File: config.mk
export PLATFORM = sky130hd
export DESIGN_NAME = bank_demux_decoder
export DESIGN_NICKNAME = d
export VERILOG_FILES = /design/src/rtl/bank_dec_pkg.sv /design/src/rtl/bank_capture.sv /design/src/rtl/region_decode.sv /design/src/rtl/select_drive.sv /design/src/rtl/bank_demux_decoder.sv
export SDC_FILE = /design/constraint.sdc
export NUM_CORES = 1
export LEC_CHECK = 0
export BUFFER_PORTS_ARGS = -buffer_cell sky130_fd_sc_hd__buf_4
export CAP_MARGIN = 20
export CORE_MARGIN = 8
export CORE_UTILIZATION = 40
export CTS_CLUSTER_SIZE = 8
export DETAILED_ROUTE_END_ITERATION = 12
export PLACE_DENSITY = 0.75
export SLEW_MARGIN = 25
export SYNTH_ARGS = -nofsm -noshare
export SYNTH_HDL_FRONTEND = slang
export SYNTH_HIERARCHICAL = 1
export SYNTH_SLANG_ARGS = --single-unit
File: constraint.sdc
create_clock -name clk -period 4 [get_ports clk]
set_clock_uncertainty 0.1 [all_clocks]
set_input_delay 0.6 -clock clk [delete_from_list [all_inputs] [get_ports clk]]
set_output_delay 0.6 -clock clk [all_outputs]
set_load 0.01 [all_outputs]
File: src/rtl/bank_dec_pkg.sv
package bank_dec_pkg;

    typedef enum logic [1:0] {
        PH_IDLE = 2'd0,
        PH_ADDR = 2'd1,
        PH_DATA = 2'd2
    } bus_phase_e;

    typedef enum logic [1:0] {
        RGN_NONE = 2'd0,
        RGN_RAM  = 2'd1,
        RGN_IO   = 2'd2,
        RGN_ROM  = 2'd3
    } region_e;

endpackage

File: src/rtl/bank_capture.sv
module bank_capture
    import bank_dec_pkg::*;
#(
    parameter int BANK_W = 8,
    parameter int ADDR_W = 16
) (
    input  logic                     clk,
    input  logic                     rst_n,
    input  logic                     phase_i,
    input  logic [ADDR_W-1:0]        addr_i,
    input  logic [BANK_W-1:0]        data_i,
    input  logic                     vda_i,
    input  logic                     vpa_i,
    output logic [BANK_W-1:0]        bank_o,
    output logic [BANK_W+ADDR_W-1:0] eff_o,
    output logic                     valid_o,
    output bus_phase_e               state_o
);

    localparam int EFF_W = BANK_W + ADDR_W;

    bus_phase_e              st_q, st_d;
    logic [BANK_W-1:0]       bank_q;
    logic [EFF_W-1:0]        eff_q;
    logic                    valid_q;
    logic                    capture;

    // next-state logic
    always_comb begin
        st_d = st_q;
        unique case (st_q)
            PH_IDLE: st_d = phase_i ? PH_IDLE : PH_ADDR;
            PH_ADDR: st_d = phase_i ? PH_DATA : PH_ADDR;
            PH_DATA: st_d = phase_i ? PH_DATA : PH_ADDR;
            default: st_d = PH_IDLE;
        endcase
    end

    // state register
    always_ff @(posedge clk) begin
        if (!rst_n) st_q <= PH_IDLE;
        else        st_q <= st_d;
    end

    assign capture = (st_q == PH_ADDR) && phase_i;

    // captured bus values
    always_ff @(posedge clk) begin
        if (!rst_n) begin
            bank_q  <= '0;
            eff_q   <= '0;
            valid_q <= 1'b0;
        end else begin
            if (!phase_i) bank_q <= data_i;
            if (capture) begin
                eff_q   <= {bank_q, addr_i};
                valid_q <= vda_i | vpa_i;
            end
        end
    end

    assign bank_o  = bank_q;
    assign eff_o   = eff_q;
    assign valid_o = valid_q;
    assign state_o = st_q;

    // the data half never disturbs the bank byte
    p_bank_hold_r2: assert property (@(posedge clk) disable iff (!rst_n)
        phase_i |=> $stable(bank_o));

    // effective address frozen through the data half
    p_eff_stable_r3: assert property (@(posedge clk) disable iff (!rst_n)
        (st_q == PH_DATA && phase_i) |=> $stable(eff_o));

    // entering the data half carries the low address bits through
    p_eff_load_r3: assert property (@(posedge clk) disable iff (!rst_n)
        (st_q == PH_ADDR && phase_i) |=>
            (st_q == PH_DATA && eff_o[ADDR_W-1:0] == $past(addr_i)));

endmodule

File: src/rtl/region_decode.sv
module region_decode
    import bank_dec_pkg::*;
#(
    parameter int              BANK_W     = 8,
    parameter int              ADDR_W     = 16,
    parameter int              RAM_BANKS  = 8,
    parameter logic [15:0]     IO_BASE    = 16'hF800,
    parameter logic [15:0]     ROM_BASE   = 16'hFC00,
    parameter int              IO_SUBS    = 4,
    parameter int              IO_SUB_LSB = 8
) (
    input  logic [BANK_W+ADDR_W-1:0]  eff_i,
    output region_e                   region_o,
    output logic [$clog2(IO_SUBS)-1:0] io_idx_o
);

    localparam int                IDX_W     = $clog2(IO_SUBS);
    localparam logic [BANK_W-1:0] RAM_LIMIT = BANK_W'(RAM_BANKS);
    localparam logic [ADDR_W-1:0] IO_LO     = ADDR_W'(IO_BASE);
    localparam logic [ADDR_W-1:0] ROM_LO    = ADDR_W'(ROM_BASE);

    logic [BANK_W-1:0] bank;
    logic [ADDR_W-1:0] off;
    region_e           rgn;

    assign bank = eff_i[ADDR_W +: BANK_W];
    assign off  = eff_i[ADDR_W-1:0];

    always_comb begin
        if (bank == '0) begin
            if (off >= ROM_LO)     rgn = RGN_ROM;
            else if (off >= IO_LO) rgn = RGN_IO;
            else                   rgn = RGN_RAM;
        end else if (bank < RAM_LIMIT) begin
            rgn = RGN_RAM;
        end else begin
            rgn = RGN_NONE;
        end
        // banks beyond the installed RAM never map a device
        a_no_dev_r9: assert (bank < RAM_LIMIT || rgn == RGN_NONE);
    end

    assign region_o = rgn;
    assign io_idx_o = off[IO_SUB_LSB +: IDX_W];

endmodule

File: src/rtl/select_drive.sv
module select_drive
    import bank_dec_pkg::*;
#(
    parameter int IO_SUBS = 4
) (
    input  logic                       clk,
    input  logic                       rst_n,
    input  bus_phase_e                 state_i,
    input  logic                       phase_i,
    input  logic                       valid_i,
    input  region_e                    region_i,
    input  logic [$clog2(IO_SUBS)-1:0] io_idx_i,
    output logic                       ram_cs_n,
    output logic                       rom_cs_n,
    output logic [IO_SUBS-1:0]         io_cs_n,
    output logic                       unmapped_o
);

    localparam int IDX_W = $clog2(IO_SUBS);

    logic live;

    always_comb begin
        live       = valid_i && (state_i == PH_DATA);
        ram_cs_n   = !(live && phase_i && region_i == RGN_RAM);
        rom_cs_n   = !(live && region_i == RGN_ROM);
        unmapped_o = live && region_i == RGN_NONE;
    end

    for (genvar g = 0; g < IO_SUBS; g++) begin : g_io
        assign io_cs_n[g] = !(live && region_i == RGN_IO && io_idx_i == IDX_W'(g));
    end

    // never more than one active output
    p_one_sel_r10: assert property (@(posedge clk) disable iff (!rst_n)
        $onehot0({~ram_cs_n, ~rom_cs_n, ~io_cs_n, unmapped_o}));

    // a cycle without strobes drives nothing
    p_no_strobe_r4: assert property (@(posedge clk) disable iff (!rst_n)
        !valid_i |-> (ram_cs_n && rom_cs_n && (&io_cs_n) && !unmapped_o));

    // RAM released once the phase has fallen
    p_ram_phase_r11: assert property (@(posedge clk) disable iff (!rst_n)
        !phase_i |-> ram_cs_n);

    // selects only in the data half
    p_data_only_r12: assert property (@(posedge clk) disable iff (!rst_n)
        (state_i != PH_DATA) |-> (ram_cs_n && rom_cs_n && (&io_cs_n)));

endmodule

File: src/rtl/bank_demux_decoder.sv
module bank_demux_decoder
    import bank_dec_pkg::*;
#(
    parameter int          BANK_W     = 8,
    parameter int          ADDR_W     = 16,
    parameter int          RAM_BANKS  = 8,
    parameter logic [15:0] IO_BASE    = 16'hF800,
    parameter logic [15:0] ROM_BASE   = 16'hFC00,
    parameter int          IO_SUBS    = 4,
    parameter int          IO_SUB_LSB = 8
) (
    input  logic                     clk,
    input  logic                     rst_n,
    input  logic                     phase_i,
    input  logic [ADDR_W-1:0]        addr_i,
    input  logic [BANK_W-1:0]        data_i,
    input  logic                     vda_i,
    input  logic                     vpa_i,
    output logic [BANK_W-1:0]        bank_o,
    output logic [BANK_W+ADDR_W-1:0] eff_addr_o,
    output logic                     ram_cs_n,
    output logic                     rom_cs_n,
    output logic [IO_SUBS-1:0]       io_cs_n,
    output logic                     unmapped_o
);

    localparam int IDX_W = $clog2(IO_SUBS);

    bus_phase_e       state;
    logic             valid;
    region_e          region;
    logic [IDX_W-1:0] io_idx;

    bank_capture #(
        .BANK_W (BANK_W),
        .ADDR_W (ADDR_W)
    ) u_capture (
        .clk     (clk),
        .rst_n   (rst_n),
        .phase_i (phase_i),
        .addr_i  (addr_i),
        .data_i  (data_i),
        .vda_i   (vda_i),
        .vpa_i   (vpa_i),
        .bank_o  (bank_o),
        .eff_o   (eff_addr_o),
        .valid_o (valid),
        .state_o (state)
    );

    region_decode #(
        .BANK_W     (BANK_W),
        .ADDR_W     (ADDR_W),
        .RAM_BANKS  (RAM_BANKS),
        .IO_BASE    (IO_BASE),
        .ROM_BASE   (ROM_BASE),
        .IO_SUBS    (IO_SUBS),
        .IO_SUB_LSB (IO_SUB_LSB)
    ) u_decode (
        .eff_i    (eff_addr_o),
        .region_o (region),
        .io_idx_o (io_idx)
    );

    select_drive #(
        .IO_SUBS (IO_SUBS)
    ) u_drive (
        .clk        (clk),
        .rst_n      (rst_n),
        .state_i    (state),
        .phase_i    (phase_i),
        .valid_i    (valid),
        .region_i   (region),
        .io_idx_i   (io_idx),
        .ram_cs_n   (ram_cs_n),
        .rom_cs_n   (rom_cs_n),
        .io_cs_n    (io_cs_n),
        .unmapped_o (unmapped_o)
    );

endmodule

* After elaboration in Yosys (flattened, before gate mapping)
Cells that the tools add are included.
** Word-level totals
- Register bits after elaboration :: 35
- Bits of input ports :: 29
- Output and inout bits :: 39
- Logic and storage cells :: 45
** Operators by class
- Order comparisons :: 3
- Eq/ne operators :: 8
- Muxes and demuxes :: 7
- Bitwise operators :: 1
- Reductions and logical operators :: 22
** Operator list (count)
- greater-or-equal comparator 16 bit, second input constant :: 2
- logical AND 1 bit :: 11
- equality test 2 bit, second input constant :: 5
- logical NOT 8 bit :: 1
- < comparator 8 x 4 -> 1 bit, second input constant :: 1
- two-way mux 2 bit :: 4
- equality test 2 x 1 -> 1 bit, second input constant :: 3
- logical NOT 1 bit :: 6
- logical NOT 2 bit :: 3
- one-hot mux 2 bit (2 select lines) :: 1
- two-way mux 1 bit :: 2
- OR reduction 2 bit :: 1
- bitwise OR 1 bit :: 1

* Depth between registers and ports, before layout
- Depth in word-level cells :: 8
- Gate-level depth with buffers :: 6
- Mapped depth without buffers :: 5

* Modules after synthesis
The synthesis kept the hierarchy.
** By module, submodules not included
- bank_capture :: times used 1, cells an instance 151, area an instance 1592.8 um2, seq. area each 700.7 um2
- select_drive :: times used 1, cells an instance 12, area an instance 73.8 um2, seq. area each 0.0 um2
- region_decode :: times used 1, cells an instance 9, area an instance 62.6 um2, seq. area each 0.0 um2

* Least setup slack after synthesis
No wires, ideal clock.
- Kind :: register to output
- From :: reg u_capture.eff_q[17], in the netlist u_capture/eff_o[17]
- To :: out io_cs_n[3]
- Arrival time :: 1.597 ns
- Data required time :: 3.300 ns
- Path slack :: 1.703 ns
- Cell stages (with the launch flop) :: 6
- Path buffers :: 0
- Path through :: dfxtp_1 -> nand2b_1 -> or4_4 -> nor3_1 -> and4b_2 -> nand4b_1
** On the way
- Elaborated cells on any way between the ends :: 8
- Those cells by class :: order compare (1); eq/ne (1); mux (2); reduce/logical (4)
** RTL lines
- start, declared :: RTL line bank_capture.sv:24 : logic [EFF_W-1:0] eff_q;
- start signal, assigned :: RTL line bank_capture.sv:56 : eff_q <= {bank_q, addr_i};
- logical NOT 8 bit :: RTL line region_decode.sv:30 : if (bank == '0) begin
- two-way mux 2 bit :: RTL line region_decode.sv:30
- via region[1] :: RTL line bank_demux_decoder.sv:31 : region_e region;
- equality test 2 bit :: RTL line select_drive.sv:31 : assign io_cs_n[g] = !(live && region_i == RGN_IO && io_idx_i == IDX_W'(g));
- logical AND 1 bit (2 in a row) :: RTL line select_drive.sv:31
- logical NOT 1 bit :: RTL line select_drive.sv:31
- end, declared :: RTL line bank_demux_decoder.sv:23 : output logic [IO_SUBS-1:0] io_cs_n,
The timed path passes the listed nets, and every way through them passes these cells.

* Worst setup path in the final report
Same ends and word-level chain as after synthesis.

==> run metrics <==
chip height=81.8 µm; DR iter-0 viols=62; setup TNS=0 ps; Die X=between 80 and 90 µm; gr usage total=about an eighth; Cell Area, Synth=roughly 1700 µm²; Ys Warns=6; pre-CTS WS=1490 ps; WS Path Type=reg2out; maximum fanout along the worst path=5; power per cell area=334 nW/µm²; DRC viols=0; H-tree depth=2; CTS resizes=0; Synth async-reset ratio=0%; CTS Buf Count=5; cts hold-fix bufs=0; drt via density=5.06; fraction of layout instances using a drive strength above 1=42.8%; fin crit period=2820 ps; post-DP HPWL=between 2000 and 3000 µm; synth top area cells=dfxtp_1 41%, a21bo_1 14%, a21oi_2 9.1%, nand3_1 7.2%, buf_6 5.2%; Post-synth EDFFs=0; final core utilization=a little over half; post-route setup slack=1180 ps; Placed Area=2150 µm²; Unique masters post-synth=30; Yosys reg bits=35; Area growth syn-to-layout=29.9%; slew margin rel.=36.5%; FP Rows=24; syn avg cell area=between 10 and 15 µm²; WL/cell=14.3 µm; DRT Wirelength=4030 µm; endpoints failing setup=0; clk buf depth=2; CP endpoint kind=primary output; Required @ worst endpoint=3300 ps; clock input transition at the sequential cells of the worst setup and hold paths=70 ps; DRT Pass-1 Iters=4; first-pass GRT wire length=6380 µm; Worst Setup Start Kind=flip-flop; worst-margin pin slew=952 ps; syn_nets=about 200; via count=approximately 1400; non-filler instance count after layout=281; Fin. Hold Viols=0; most instantiated library cell after synthesis=dfxtp_1; worst hold slack=approximately 390 ps; RSZ-0062 raised after global routing=false; PortBufs=67; Finished Cell Area=around 2200 µm²; initial core utilization=40.6%; Worst Path Arrival=2120 ps; top post-synthesis cells by count=35 x dfxtp_1, 25 x nand3_1, 24 x a21bo_1, 18 x a21oi_2, 12 x nor2_1; post-synth top area share=between 40% and 50%; CTS tree=yes; status=completed; Highest Clock Rate=0.355 GHz; IO Count=68; Final Total Pwr=0.751 mW; Sink Count=35; Placer Congestion=0.693; Max-Cap Viols=0; cell leakage power=0.943 nW; Tcrit/Tclk final=70.5%; post-synthesis sequential area ratio=between 40% and 50%; GRT overflow=0; Post-Syn Instances=between 150 and 200; largest net degree at the start of global routing=62; placed cells=between 200 and 300; worst hold path type=reg2reg; Slew Limit Fails=0; Antenna Nets Post-Route=0; core area=4260 µm²; initial antenna violation count=0; die area=6680 µm²; vias in the first global route=1390; largest area contributor in the netlist=dfxtp_1; VDD IR-drop max=~0.21 mV; Root Buffer=clkbuf_8; postcts setup bufs=0; ANT cells=0; fin nets=260; Clk Latency, worst-skew pair=~280 ps; ys flop type=dfxtp_1
==> registers in the layout, indices dropped and copies added (netlist names) <==
| register | flops |
|---|---|
| u_capture/eff_o | 24 |
| u_capture/bank_o | 8 |
| u_capture/valid_o | 1 |
| u_capture/state_o | 2 |
==> worst paths after layout <==
check | startpoint | to | slack (ps) | cells past startpoint
hold reg to reg | u_capture/bank_o[6]$_SDFFE_PN0N_ | u_capture/eff_o[22]$_SDFFE_PN0P_ | 390 | 2
setup reg to reg | u_capture/state_o[1]$_SDFF_PN0_ | u_capture/valid_o$_SDFFE_PN0P_ | 2180 | 4
hold / removal | u_capture/bank_o[6]$_SDFFE_PN0N_ | u_capture/eff_o[22]$_SDFFE_PN0P_ | 390 | 2
setup / recovery | u_capture/eff_o[17]$_SDFFE_PN0P_ | io_cs_n[3] | 1180 | 6
==> final cells by class <==
cell class	instances	area, µm²
fillers	416	2020
multi-input cells	116	866
flip-flops and latches	35	701
repair buffers	67	503
clock buffers	8	100
well taps	52	65.1
inverters	3	11.3
==> critical path: stages, from the launching register on <==
cell,delay (ps)
dfxtp_1,320
nand2b_1,130
or4_4,470
nor3_1,310
and4b_2,350
nand4b_1,110
buf_4,150
==> where the power goes <==
part / switching [mW] / internal (mW) / leakage (nW) / total (mW)
sequential: 0.00977 / 0.362 / 0.285 / 0.371
clock: 0.118 / 0.157 / 0.0515 / 0.275
combinational: 0.0533 / 0.0514 / 0.607 / 0.105
==> cell usage in the layout, fill, tap and decap left out <==
cell type,netlist,layout
buf_4,2,67
nand4_1,1,1
nand4b_1,1,1
a21oi_1,7,7
or4_4,1,1
or3_1,1,1
a21bo_1,24,24
mux2i_1,8,8
nor2_1,12,12
nand3_1,25,25
dfxtp_1,35,35
nand2b_1,1,1
ha_1,3,2
o21a_1,1,1
nand2_1,3,3
inv_1,2,2
nor4_2,1,1
nor3b_1,1,1
and3_1,1,1
clkbuf_1,1,1
inv_2,1,1
ha_2,0,1
nand3b_1,2,2
clkbuf_8,0,7
a21oi_2,18,18
nor3_1,2,2
and4b_2,1,1
a311oi_2,1,1
or4_1,1,1
==> logic make-up after synthesis <==
| logic type | count (synthesis) | share of synthesized area, % |
|---|---|---|
| compound gates | 51 | 26.3 |
| fa+ha+maj | 3 | 2.17 |
| buf+inv | 21 | 9.55 |
| simple gates | 54 | 16.8 |
| mux | 8 | 4.63 |
| flops | 35 | 40.5 |
==> per-layer routing <==
layer	vias to the layer above	track usage [%]	wire length [µm]
li1	719	-	-
met1	651	13.6	1700
met2	49	20.6	1910
met3	2	5.14	408
met4	0	3.16	11
met5	-	0	0
No activity file was read; power rests on OpenSTA's default activity.
